## config.mk

```make
export PLATFORM = sky130hd
export DESIGN_NAME = mbus_master
export DESIGN_NICKNAME = d
export VERILOG_FILES = /design/src/rtl/mbm_pkg.sv /design/src/rtl/mbm_dtack_sync.sv /design/src/rtl/mbm_timer.sv /design/src/rtl/mbm_seq.sv /design/src/rtl/mbus_master.sv
export SDC_FILE = /design/constraint.sdc
export NUM_CORES = 1
export LEC_CHECK = 0
export ABC_CLOCK_PERIOD_IN_PS = 6400
export BUFFER_PORTS_ARGS = -buffer_cell sky130_fd_sc_hd__buf_4
export CORE_UTILIZATION = 50
export DETAILED_ROUTE_END_ITERATION = 16
export PLACE_DENSITY = 0.76
export SYNTH_ARGS = -nofsm -noshare
export SYNTH_HDL_FRONTEND = slang
export SYNTH_SLANG_ARGS = --single-unit
```

## constraint.sdc

```tcl
create_clock -name clk -period 6.4 [get_ports clk]
set_clock_uncertainty 0.05 [all_clocks]
set_input_delay 0.64 -clock clk [delete_from_list [all_inputs] [get_ports clk]]
set_output_delay 0.64 -clock clk [all_outputs]
set_load 0.01 [all_outputs]
```

## src/rtl/mbm_pkg.sv

```systemverilog
package mbm_pkg;

  typedef enum logic [2:0] {
    ST_IDLE = 3'd0,
    ST_ADDR = 3'd1,
    ST_ALAT = 3'd2,
    ST_DSET = 3'd3,
    ST_STRB = 3'd4,
    ST_DONE = 3'd5
  } mbm_state_e;

  // Active-low lane strobes for a given enable pair.
  function automatic logic [1:0] lane_strobes_n(input logic active, input logic [1:0] be);
    return active ? ~be : 2'b11;
  endfunction

  // A strobe phase finishes on either ending condition.
  function automatic logic cycle_ends(input logic rise, input logic expire);
    return rise | expire;
  endfunction

  // Expiry only counts as a timeout when no acknowledge edge shares the clock.
  function automatic logic timed_out(input logic rise, input logic expire);
    return expire & ~rise;
  endfunction

endpackage

```

## src/rtl/mbm_dtack_sync.sv

```systemverilog
module mbm_dtack_sync (
  input  logic clk,
  input  logic rst_n,
  input  logic ack_n_in,
  output logic ack_hi,
  output logic ack_rise,
  output logic ack_fall
);
  logic meta_q, sync_q, last_q;

  always_ff @(posedge clk or negedge rst_n) begin
    if (!rst_n) begin
      meta_q <= 1'b1;
      sync_q <= 1'b1;
      last_q <= 1'b1;
    end else begin
      meta_q <= ack_n_in;
      sync_q <= meta_q;
      last_q <= sync_q;
    end
  end

  assign ack_hi   = sync_q;
  assign ack_rise = sync_q & ~last_q;
  assign ack_fall = ~sync_q & last_q;
endmodule

```

## src/rtl/mbm_timer.sv

```systemverilog
module mbm_timer #(
  parameter int TMO_W = 8
) (
  input  logic             clk,
  input  logic             rst_n,
  input  logic             load,
  input  logic             run,
  input  logic [TMO_W-1:0] limit,
  output logic             expire
);
  logic [TMO_W-1:0] cnt_q;

  always_ff @(posedge clk or negedge rst_n) begin
    if (!rst_n)
      cnt_q <= '0;
    else if (load)
      cnt_q <= limit;
    else if (run && cnt_q != '0)
      cnt_q <= cnt_q - 1'b1;
  end

  assign expire = run && (cnt_q == '0);

  // a nonzero limit never expires on the first strobe clock
  p_fresh_load_r5: assert property (@(posedge clk) disable iff (!rst_n)
    (load && limit != '0) |=> !expire);
endmodule

```

## src/rtl/mbm_seq.sv

```systemverilog
module mbm_seq
  import mbm_pkg::*;
#(
  parameter int AD_W  = 16,
  parameter int TMO_W = 8
) (
  input  logic              clk,
  input  logic              rst_n,
  input  logic              req_start,
  input  logic              req_write,
  input  logic [AD_W-2:0]   req_addr,
  input  logic [1:0]        req_be,
  input  logic [AD_W-1:0]   req_wdata,
  input  logic [TMO_W-1:0]  req_limit,
  input  logic              ack_hi,
  input  logic              ack_rise,
  input  logic              ack_fall,
  input  logic              tmr_expire,
  input  logic [AD_W-1:0]   ad_in,
  output logic              tmr_load,
  output logic              tmr_run,
  output logic [TMO_W-1:0]  limit_q,
  output logic [AD_W-1:0]   rdata_q,
  output logic              done_q,
  output logic              tmo_q,
  output logic              free,
  output logic              as_n_q,
  output logic              uds_n_q,
  output logic              lds_n_q,
  output logic              rw_n_q,
  output logic [AD_W-1:0]   ad_out_q,
  output logic              ad_oe_q
);
  localparam int WA_W = AD_W - 1;

  function automatic logic [AD_W-1:0] ad_word(input logic [WA_W-1:0] a);
    return {a, 1'b0};
  endfunction

  mbm_state_e state, nxt;
  logic            accept, cyc_end, end_by_tmo, rd_capture;
  logic            write_q, wr_sel;
  logic [WA_W-1:0] addr_q, addr_sel;
  logic [1:0]      be_q;
  logic [AD_W-1:0] wdata_q;

  always_comb begin
    nxt    = state;
    accept = 1'b0;
    unique case (state)
      ST_IDLE: if (req_start && ack_hi) begin
        nxt    = ST_ADDR;
        accept = 1'b1;
      end
      ST_ADDR: nxt = ST_ALAT;
      ST_ALAT: nxt = ST_DSET;
      ST_DSET: nxt = ST_STRB;
      ST_STRB: if (cycle_ends(ack_rise, tmr_expire)) nxt = ST_DONE;
      ST_DONE: nxt = ST_IDLE;
      default: nxt = ST_IDLE;
    endcase
  end

  assign cyc_end    = (state == ST_STRB) && (nxt == ST_DONE);
  assign end_by_tmo = cyc_end && timed_out(ack_rise, tmr_expire);
  assign rd_capture = (state == ST_STRB) && ack_fall && !write_q;
  assign wr_sel     = accept ? req_write : write_q;
  assign addr_sel   = accept ? req_addr  : addr_q;
  assign tmr_load   = (state == ST_DSET);
  assign tmr_run    = (state == ST_STRB);
  assign free       = (state == ST_IDLE) && ack_hi;

  always_ff @(posedge clk or negedge rst_n) begin
    if (!rst_n) begin
      state   <= ST_IDLE;
      write_q <= 1'b0;
      addr_q  <= '0;
      be_q    <= '0;
      wdata_q <= '0;
      limit_q <= '0;
    end else begin
      state <= nxt;
      if (accept) begin
        write_q <= req_write;
        addr_q  <= req_addr;
        be_q    <= req_be;
        wdata_q <= req_wdata;
        limit_q <= req_limit;
      end
    end
  end

  always_ff @(posedge clk or negedge rst_n) begin
    if (!rst_n) begin
      as_n_q   <= 1'b1;
      uds_n_q  <= 1'b1;
      lds_n_q  <= 1'b1;
      rw_n_q   <= 1'b1;
      ad_out_q <= '0;
      ad_oe_q  <= 1'b0;
    end else begin
      as_n_q <= !(nxt == ST_ALAT || nxt == ST_DSET || nxt == ST_STRB);
      {uds_n_q, lds_n_q} <= lane_strobes_n(nxt == ST_STRB, be_q);
      rw_n_q <= (nxt == ST_IDLE || nxt == ST_DONE) ? 1'b1 : !wr_sel;
      unique case (nxt)
        ST_ADDR, ST_ALAT: begin
          ad_out_q <= ad_word(addr_sel);
          ad_oe_q  <= 1'b1;
        end
        ST_DSET, ST_STRB: begin
          ad_out_q <= wr_sel ? wdata_q : '0;
          ad_oe_q  <= wr_sel;
        end
        default: begin
          ad_out_q <= '0;
          ad_oe_q  <= 1'b0;
        end
      endcase
    end
  end

  always_ff @(posedge clk or negedge rst_n) begin
    if (!rst_n) begin
      done_q  <= 1'b0;
      tmo_q   <= 1'b0;
      rdata_q <= '0;
    end else begin
      done_q <= cyc_end;
      if (accept)
        tmo_q <= 1'b0;
      else if (end_by_tmo)
        tmo_q <= 1'b1;
      if (rd_capture)
        rdata_q <= ad_in;
    end
  end

  // lane strobes only inside the address strobe
  p_lanes_in_as_r3: assert property (@(posedge clk) disable iff (!rst_n)
    (!uds_n_q || !lds_n_q) |-> !as_n_q);
  // direction held while address strobe stays low
  p_rw_held_r3: assert property (@(posedge clk) disable iff (!rst_n)
    (!as_n_q && $past(!as_n_q)) |-> $stable(rw_n_q));
  // a read never drives AD in its strobe phase
  p_read_floats_r3: assert property (@(posedge clk) disable iff (!rst_n)
    (!uds_n_q || !lds_n_q) && rw_n_q |-> !ad_oe_q);
  // completion comes with every strobe released
  p_done_released_r4: assert property (@(posedge clk) disable iff (!rst_n)
    done_q |-> (as_n_q && uds_n_q && lds_n_q && rw_n_q));
  // the flag only rises together with completion
  p_flag_with_done_r5: assert property (@(posedge clk) disable iff (!rst_n)
    $rose(tmo_q) |-> done_q);
  // acknowledge edge beats a coincident expiry
  p_rise_beats_expiry_r6: assert property (@(posedge clk) disable iff (!rst_n)
    (state == ST_STRB && ack_rise && tmr_expire) |=> (done_q && !tmo_q));
  // no start while acknowledge is still low
  p_guard_r8: assert property (@(posedge clk) disable iff (!rst_n)
    (state == ST_IDLE && !ack_hi) |=> as_n_q && !ad_oe_q);
  // completion is a single clock
  p_done_single_r9: assert property (@(posedge clk) disable iff (!rst_n)
    done_q |=> !done_q);
endmodule

```

## src/rtl/mbus_master.sv

```systemverilog
module mbus_master #(
  parameter int AD_W  = 16,
  parameter int TMO_W = 8
) (
  input  logic              clk,
  input  logic              rst_n,
  input  logic              req_start,
  input  logic              req_write,
  input  logic [AD_W-2:0]   req_addr,
  input  logic [1:0]        req_be,
  input  logic [AD_W-1:0]   req_wdata,
  input  logic [TMO_W-1:0]  req_limit,
  output logic [AD_W-1:0]   rsp_rdata,
  output logic              rsp_done,
  output logic              rsp_timeout,
  output logic              bus_free,
  output logic              bus_as_n,
  output logic              bus_uds_n,
  output logic              bus_lds_n,
  output logic              bus_rw_n,
  output logic [AD_W-1:0]   bus_ad_out,
  output logic              bus_ad_oe,
  input  logic [AD_W-1:0]   bus_ad_in,
  input  logic              bus_dtack_n
);
  logic             ack_hi, ack_rise, ack_fall;
  logic             tmr_load, tmr_run, tmr_expire;
  logic [TMO_W-1:0] limit_q;

  mbm_dtack_sync u_sync (
    .clk      (clk),
    .rst_n    (rst_n),
    .ack_n_in (bus_dtack_n),
    .ack_hi   (ack_hi),
    .ack_rise (ack_rise),
    .ack_fall (ack_fall)
  );

  mbm_timer #(.TMO_W(TMO_W)) u_timer (
    .clk    (clk),
    .rst_n  (rst_n),
    .load   (tmr_load),
    .run    (tmr_run),
    .limit  (limit_q),
    .expire (tmr_expire)
  );

  mbm_seq #(.AD_W(AD_W), .TMO_W(TMO_W)) u_seq (
    .clk        (clk),
    .rst_n      (rst_n),
    .req_start  (req_start),
    .req_write  (req_write),
    .req_addr   (req_addr),
    .req_be     (req_be),
    .req_wdata  (req_wdata),
    .req_limit  (req_limit),
    .ack_hi     (ack_hi),
    .ack_rise   (ack_rise),
    .ack_fall   (ack_fall),
    .tmr_expire (tmr_expire),
    .ad_in      (bus_ad_in),
    .tmr_load   (tmr_load),
    .tmr_run    (tmr_run),
    .limit_q    (limit_q),
    .rdata_q    (rsp_rdata),
    .done_q     (rsp_done),
    .tmo_q      (rsp_timeout),
    .free       (bus_free),
    .as_n_q     (bus_as_n),
    .uds_n_q    (bus_uds_n),
    .lds_n_q    (bus_lds_n),
    .rw_n_q     (bus_rw_n),
    .ad_out_q   (bus_ad_out),
    .ad_oe_q    (bus_ad_oe)
  );
endmodule

```

==> results.yml, run 1 <==
worst_setup_path:
  critPathMaxFanout: 16
  path_cells: "nor3b_4 -> nand3_1 -> mux2_2"
  cpLargestDelayFamily: "simple AND/OR/NAND/NOR gates"
  worst-setup-path-type: "flip-flop to flip-flop"
  path_buf_inv: 0
  worst_setup_path_start_kind: "flip-flop"
  r2r_start: "u_seq.state[0]$_DFF_PN0_"
  r2r_cells: 3
  cp.arrival_ns: 2.60
  cp_slowest_cell: "nand3_1"
  end_kind: "flip-flop"
  crit_required_ns: 6.59
  r2r-end: "u_seq.rdata_q[1]$_DFFE_PN0P_"
  max_stage_delay_ns: 0.67
  r2r_slack_ns: 3.99
clock_network:
  clkSinkCount: 95
  post_cts_buffers: 0
  cts.repair.resized: 0
  clock_path_buffers: 2
  hold_buffers: 0
  h-tree-depth: 3
  numCtsBuffers: 9
  path_clk_slew_ns: 0.09
  cts_tree: "built"
  clk_latency_ns: 0.36
  cts_root_buffer: "clkbuf_8"
detailed_routing:
  drt_first_pass_iters: 4
  drt_wl_total_um: 7300
  vias: 2408
  drc: 0
  drtAntennaViolNets: 0
  vias_per_cell: 5.17
  first_iter_violations: 82
  wire_per_inst_um: 15.7
logic_synthesis:
  synth_area_leader_cell: "dfrtp_1"
  ys.flop_type: "dfrtp_1"
  synth_edf_count: 0
  synth_nets: 327
  synth_compound_area_frac: 0.0903
  synthMuxAreaShare: 0.182
  synthAdderAreaFrac: 0.00643
  avgSynthCellArea_um2: 14.8
  synth-xor-area-share: 0.0135
  synthSimpleGateAreaFrac: 0.0646
  postSynthCellCount: 263
  synth_seq_cells: 95
  synth_seq_area_share: 0.613
  synth_cell_type_count: 45
  yosysMostFrequentCell: "dfrtp_1"
  synthTopCellsByCount: "dfrtp_1 (88), mux2_2 (46), nand2_1 (13), mux2_4 (12), nor2_1 (10)"
  synth.area.top_cells: "dfrtp_1 (57%), mux2_2 (13%), dfstp_2 (4.7%)"
  ys_warn_count: 0
  netlist_area_mm2: 0.00389
  synth_top_family_by_area: "multiplexers"
  ys_async_sr_fraction: 1.00
  synth_top_area_share: 0.566
job:
  cap_violations: 0
global_route:
  met2_usage: 0.317
  grt_pass1_vias: 2488
  antenna_found_initial: 0
  grt_use_met1: 0.245
  grt_use_total: 0.192
  grt_pass1_wl_um: 12100
  grt_use_met3: 0.0372
  grt-busiest-layer: "met2"
  grt_max_degree: 71
  gr-total-overflow: 0
sta:
  fin_crit_sh: 0.377
  rsz0062_at_grt: "false"
  drv_slew: 0
  setup_viol: 0
  finalHoldViolCount: 0
  max_freq_mhz: 414
  setup_ws_ns: 3.99
  finalCriticalPeriod_ns: 2.41
  worst_pin_slew_ns: 0.825
  slew_headroom: 0.450
  fin_tns_setup_ns: 0
placement:
  gp_congestion: 0.775
  place_ws_ns: 3.98
  portBuffers: 101
  place_inst: 450
  dp_hpwl_um: 5060
cells_and_area:
  antenna_cells: 0
  drive_above_1_share: 0.542
  fillers: 596
  fin_cells: 466
  fin_nets: 426
  syn_to_final_growth_pct: 25.4
power_and_ir_drop:
  leakage_nw: 2.34
  vdd_ir_drop_max_v: 0.000189
  power_density_mw_per_mm2: 453
die:
  rows: 31
  initial_core_util: 0.526
  die_y_um: 90.2
  die_x_um: 90.2
  core_area_mm2: 0.00741
  io_pins: 102
  fp.dieArea_mm2: 0.00814
worst_hold_path:
  hp-class: "input pin to asynchronous set/reset pin"
outcome:
  status: "complete, no violations"
## kinds of logic after synthesis
logic type      Yosys count
buf+inv                  19
flops                    95
simple gates             43
compound gates           39
fa+ha+maj                 2
mux                      59
xor+xnor                  6
## power by group
group	total [mW]	switching (mW)	leakage, nW	internal, mW
logic	0.803	0.346	1.11	0.457
registers	1.02	0.147	1.15	0.873
clock network	0.388	0.206	0.0851	0.182
total	2.21	0.700	2.34	1.51
## metrics by stage
step / total power [mW] / cell area [um^2] / utilization / hold WS, ns
final: 2.21 / 4880 / 0.659 / 0.121
after global routing: 2.35 / 4880 / 0.659 / 0.138
after floorplan: 1.56 / 3890 / - / 0.294
after detailed placement: 1.84 / 4690 / 0.633 / 0.301
after CTS: 2.23 / 4880 / 0.659 / 0.115
after global placement: 1.81 / 4690 / 0.633 / 0.308
## layout by cell type (no fill, tap or decap), drive strengths merged, types with 2 or more instances in the layout
master and n:
nor3 2, mux2 58, inv 5, xor2 4
or4 2, nand2b 3, buf 103, ha 2
a32o 15, a21o 2, dfstp 7, nor2 10
o21a 3, nand2 14, clkinvlp 4, clkbuf 10
xnor2 2, nand3 2, a31oi 3, o211ai 3
nand4 2, dfrtp 88, o21ai 6
## sequential cells by signal, indices dropped and copies added, names as in the netlist, 2 cells and up
| signal | flops |
|---|---|
| u_seq.state | 3 |
| u_seq.ad_out_q | 16 |
| u_seq.be_q | 2 |
| u_seq.addr_q | 15 |
| u_timer.cnt_q | 8 |
| u_seq.rdata_q | 16 |
| u_seq.limit_q | 8 |
| u_seq.wdata_q | 16 |
## worst reg2reg max path: stages (launching register included)
cell and delay (ns):
dfrtp_1 0.51, nor3b_4 0.57, nand3_1 0.67, mux2_2 0.50
## final cells by class
class	count	area (um^2)	share of cell area
sequential	95	2390	0.489
multi-input combinational	149	1390	0.284
timing repair buffer	103	773	0.158
clock buffer	10	128	0.0261
tap	99	124	0.0254
clock inverter	6	68.8	0.0141
inverter	4	15.0	0.00307
## layer usage
metal | wire length [um] | share of wire
met5 | 0 | 0
met4 | 134 | 0.018
met3 | 340 | 0.047
met2 | 3550 | 0.49
met1 | 3270 | 0.45
## worst max-delay path by stage
stage                                 start                      endpoint  depth (start not counted)
2_1_floorplan  u_timer.cnt_q[0]$_DFFE_PN0P_  u_seq.ad_out_q[12]$_DFF_PN0_                          8
3_3_place_gp       u_seq.state[2]$_DFF_PN0_  u_seq.rdata_q[5]$_DFFE_PN0P_                          3
3_5_place_dp       u_seq.state[2]$_DFF_PN0_  u_seq.rdata_q[1]$_DFFE_PN0P_                          3
4_1_cts            u_seq.state[0]$_DFF_PN0_  u_seq.rdata_q[1]$_DFFE_PN0P_                          3
5_1_grt            u_seq.state[0]$_DFF_PN0_  u_seq.rdata_q[8]$_DFFE_PN0P_                          3
6_report           u_seq.state[0]$_DFF_PN0_  u_seq.rdata_q[1]$_DFFE_PN0P_                          3
Note: power is estimated with default switching activity, not from simulation.
==> run 2: changes to the inputs <==
--- a/config.mk
+++ b/config.mk
@@ -5,11 +5,11 @@
 export SDC_FILE = /design/constraint.sdc
 export NUM_CORES = 1
 export LEC_CHECK = 0
-export ABC_CLOCK_PERIOD_IN_PS = 6400
+export ABC_CLOCK_PERIOD_IN_PS = 1970
 export BUFFER_PORTS_ARGS = -buffer_cell sky130_fd_sc_hd__buf_4
-export CORE_UTILIZATION = 50
+export CORE_UTILIZATION = 47
 export DETAILED_ROUTE_END_ITERATION = 16
-export PLACE_DENSITY = 0.76
+export PLACE_DENSITY = 0.75
 export SYNTH_ARGS = -nofsm -noshare
 export SYNTH_HDL_FRONTEND = slang
 export SYNTH_SLANG_ARGS = --single-unit
==> constraint.sdc (replaced) <==
create_clock -name clk -period 1.97 [get_ports clk]
set_clock_uncertainty 0.05 [all_clocks]
set_input_delay 0.197 -clock clk [delete_from_list [all_inputs] [get_ports clk]]
set_output_delay 0.197 -clock clk [all_outputs]
set_load 0.01 [all_outputs]
==> run 2 against run 1 <==
Against the previous run: the flow now finishes with violations (negative setup slack); sequential cell count is the same; hold slack got worse by 0.11 ns; register-to-register slack worse by 4.0 ns; power rose to 3.4 times the previous value; utilization fell by 0.67 points; sequential power grew to 3.2 times the previous value; critical path depth grew 4; clock power rose to 2.9 times the previous value; final cell count grew 7.3%; routed wire length increased by 12%; largest power group unchanged; highest routed layer unchanged.
==> results.yml, run 2 (synthesis gave the netlist of run 1 again) <==
outcome:
  status: "finished with violations"
  violations: "negative setup slack"
power_and_ir_drop:
  power_density_mw_per_mm2: 1450
  vdd_ir_drop_max_v: 0.000670
  leakage_nw: 2.49
  p_sw_frac: 0.327
  p_switching_mw: 2.44
  intPower_mw: 5.03
  power_frac_seq: 0.442
  pwr-share-clk: 0.151
  pwr-share-comb: 0.407
sta:
  worst_pin_slew_ns: 0.595
  slew_headroom: 0.602
  rsz0062_at_grt: "true"
  fin_crit_sh: 1.01
  fin_tns_setup_ns: -0.0438
  max_freq_mhz: 503
  setup_viol: 5
  finalCriticalPeriod_ns: 1.99
  finalHoldViolCount: 0
  drv_slew: 0
  setup_ws_ns: -0.0177
worst_hold_path:
  hp-class: "input pin to flip-flop"
  whs_path_depth: 2
  worstHoldEndpoint: "u_seq.wdata_q[6]$_DFFE_PN0P_"
  worstHoldStart: "req_wdata[6]"
cells_and_area:
  reg_top3: "u_seq.ad_out_q x16, u_seq.rdata_q x16, u_seq.wdata_q x16"
  drive_above_1_share: 0.585
  fin_cells: 500
  antenna_cells: 0
  fillers: 574
  fin_nets: 458
  syn_to_final_growth_pct: 32.2
  final_cell_mix: "buf_4 (130), dfrtp_1 (87), mux2_2 (46)"
  final_common_cell: "buf_4"
  fin_util: 0.652
detailed_routing:
  first_iter_violations: 90
  vias_per_cell: 5.23
  drc: 0
  wire_per_inst_um: 16.4
  drt_first_pass_iters: 6
  drt_wl_total_um: 8200
  vias: 2616
  drtAntennaViolNets: 0
worst_setup_path:
  r2r_cells: 7
  r2r_start: "u_timer.cnt_q[0]$_DFFE_PN0P_"
  crit_cells: 7
  worst_setup_path_start_kind: "flip-flop"
  cpLargestDelayFamily: "compound AO/OA/AOI/OAI gates"
  r2r-end: "u_seq.ad_out_q[6]$_DFF_PN0_"
  cp_slowest_cell: "or3b_4"
  cp.arrival_ns: 2.18
  crit_required_ns: 2.16
  critPathMaxFanout: 5
  end_kind: "flip-flop"
  worst-setup-path-type: "flip-flop to flip-flop"
  path_buf_inv: 2
  path_cells: "inv_2 -> ha_1 -> or3b_4 -> o211ai_4 -> a22oi_2 -> buf_4 -> a32o_1"
  max_stage_delay_ns: 0.42
  r2r_slack_ns: -0.02
die:
  die_y_um: 93.0
  core_area_mm2: 0.00789
  rows: 32
  initial_core_util: 0.494
  fp.dieArea_mm2: 0.00865
  die_x_um: 93.0
  io_pins: 102
clock_network:
  cts_root_buffer: "clkbuf_8"
  clkSinkCount: 95
  cts_tree: "built"
  clock_path_buffers: 2
  clk_latency_ns: 0.36
  numCtsBuffers: 9
  h-tree-depth: 3
  path_clk_slew_ns: 0.10
placement:
  place_ws_ns: 0.00903
  place_inst: 466
  dp_hpwl_um: 5460
  gp_congestion: 0.836
  portBuffers: 101
global_route:
  grt_use_total: 0.200
  gr-total-overflow: 0
  grt_max_degree: 47
  antenna_found_initial: 0
  grt_pass1_vias: 2628
  grt_pass1_wl_um: 13000
job:
  cap_violations: 0
run 2: changes by cell type in the layout (fill, tap and decap cells not counted), sizes merged:
| cell | before | now |
|---|---|---|
| a22oi | 1 | 3 |
| buf | 103 | 131 |
| bufinv | 1 | 0 |
| clkbuf | 10 | 9 |
| clkinv | 0 | 3 |
| clkinvlp | 4 | 2 |
| dlygate4sd3 | 0 | 2 |
run 2: metrics by stage:
step / total power [mW] / instance area, um^2 / hold slack (ns)
detailed placement: 6.11 / 4800 / 0.104
floorplan: 5.08 / 3900 / -0.149
global placement: 5.98 / 4800 / 0.106
global route: 7.96 / 5150 / 0.00517
CTS: 7.35 / 5050 / 0.000138
finish: 7.47 / 5150 / 0.0104
run 2: what timing repair did:
action | in CTS | in global routing
pin swaps | 3 | 7
cloned | 1 | 1
setup buffers | 6 | 9
hold endpoints to repair | 26 | 0
endpoints found under the setup margin | 3 | 28
gates resized for setup | 0 | 5
hold buffers | 2 | 0
run 2: how the worst max path moves through the flow:
stage	start	endpoint	slack, ns
after global placement	u_timer.cnt_q[0]$_DFFE_PN0P_	u_seq.ad_out_q[8]$_DFF_PN0_	0.07
after global routing	u_timer.cnt_q[0]$_DFFE_PN0P_	u_seq.ad_out_q[10]$_DFF_PN0_	-0.07
final	u_timer.cnt_q[0]$_DFFE_PN0P_	u_seq.ad_out_q[6]$_DFF_PN0_	-0.02
after floorplan	u_seq.state[0]$_DFF_PN0_	u_seq.ad_out_q[12]$_DFF_PN0_	0.01
after detailed placement	u_timer.cnt_q[0]$_DFFE_PN0P_	u_seq.ad_out_q[7]$_DFF_PN0_	0.009
after CTS	u_timer.cnt_q[1]$_DFFE_PN0P_	u_seq.ad_out_q[6]$_DFF_PN0_	0.01
run 2: power groups by stage:
stage	logic, mW	clock network (mW)	registers (mW)
3_3_place_gp	2.70	0	3.29
2_1_floorplan	1.73	0	3.35
6_report	3.04	1.13	3.30
3_5_place_dp	2.79	0	3.33
5_1_grt	3.32	1.26	3.38
4_1_cts	2.90	1.16	3.29
run 2: layer usage:
| layer | track usage | routed length [um] |
|---|---|---|
| met3 | 0.0423 | 485 |
| met4 | 0.109 | 178 |
| met2 | 0.320 | 4080 |
| met5 | 0 | 0 |
| met1 | 0.254 | 3460 |
run 2: layout make-up:
type	instances	area [um^2]	share of cell area
clock inverters	6	46.3	0.00900
multi-input cells	151	1430	0.278
repair buffers	133	1020	0.197
flip-flops and latches	95	2390	0.464
inverters	4	15.0	0.00292
well taps	102	128	0.0248
clock buffers	9	124	0.0241
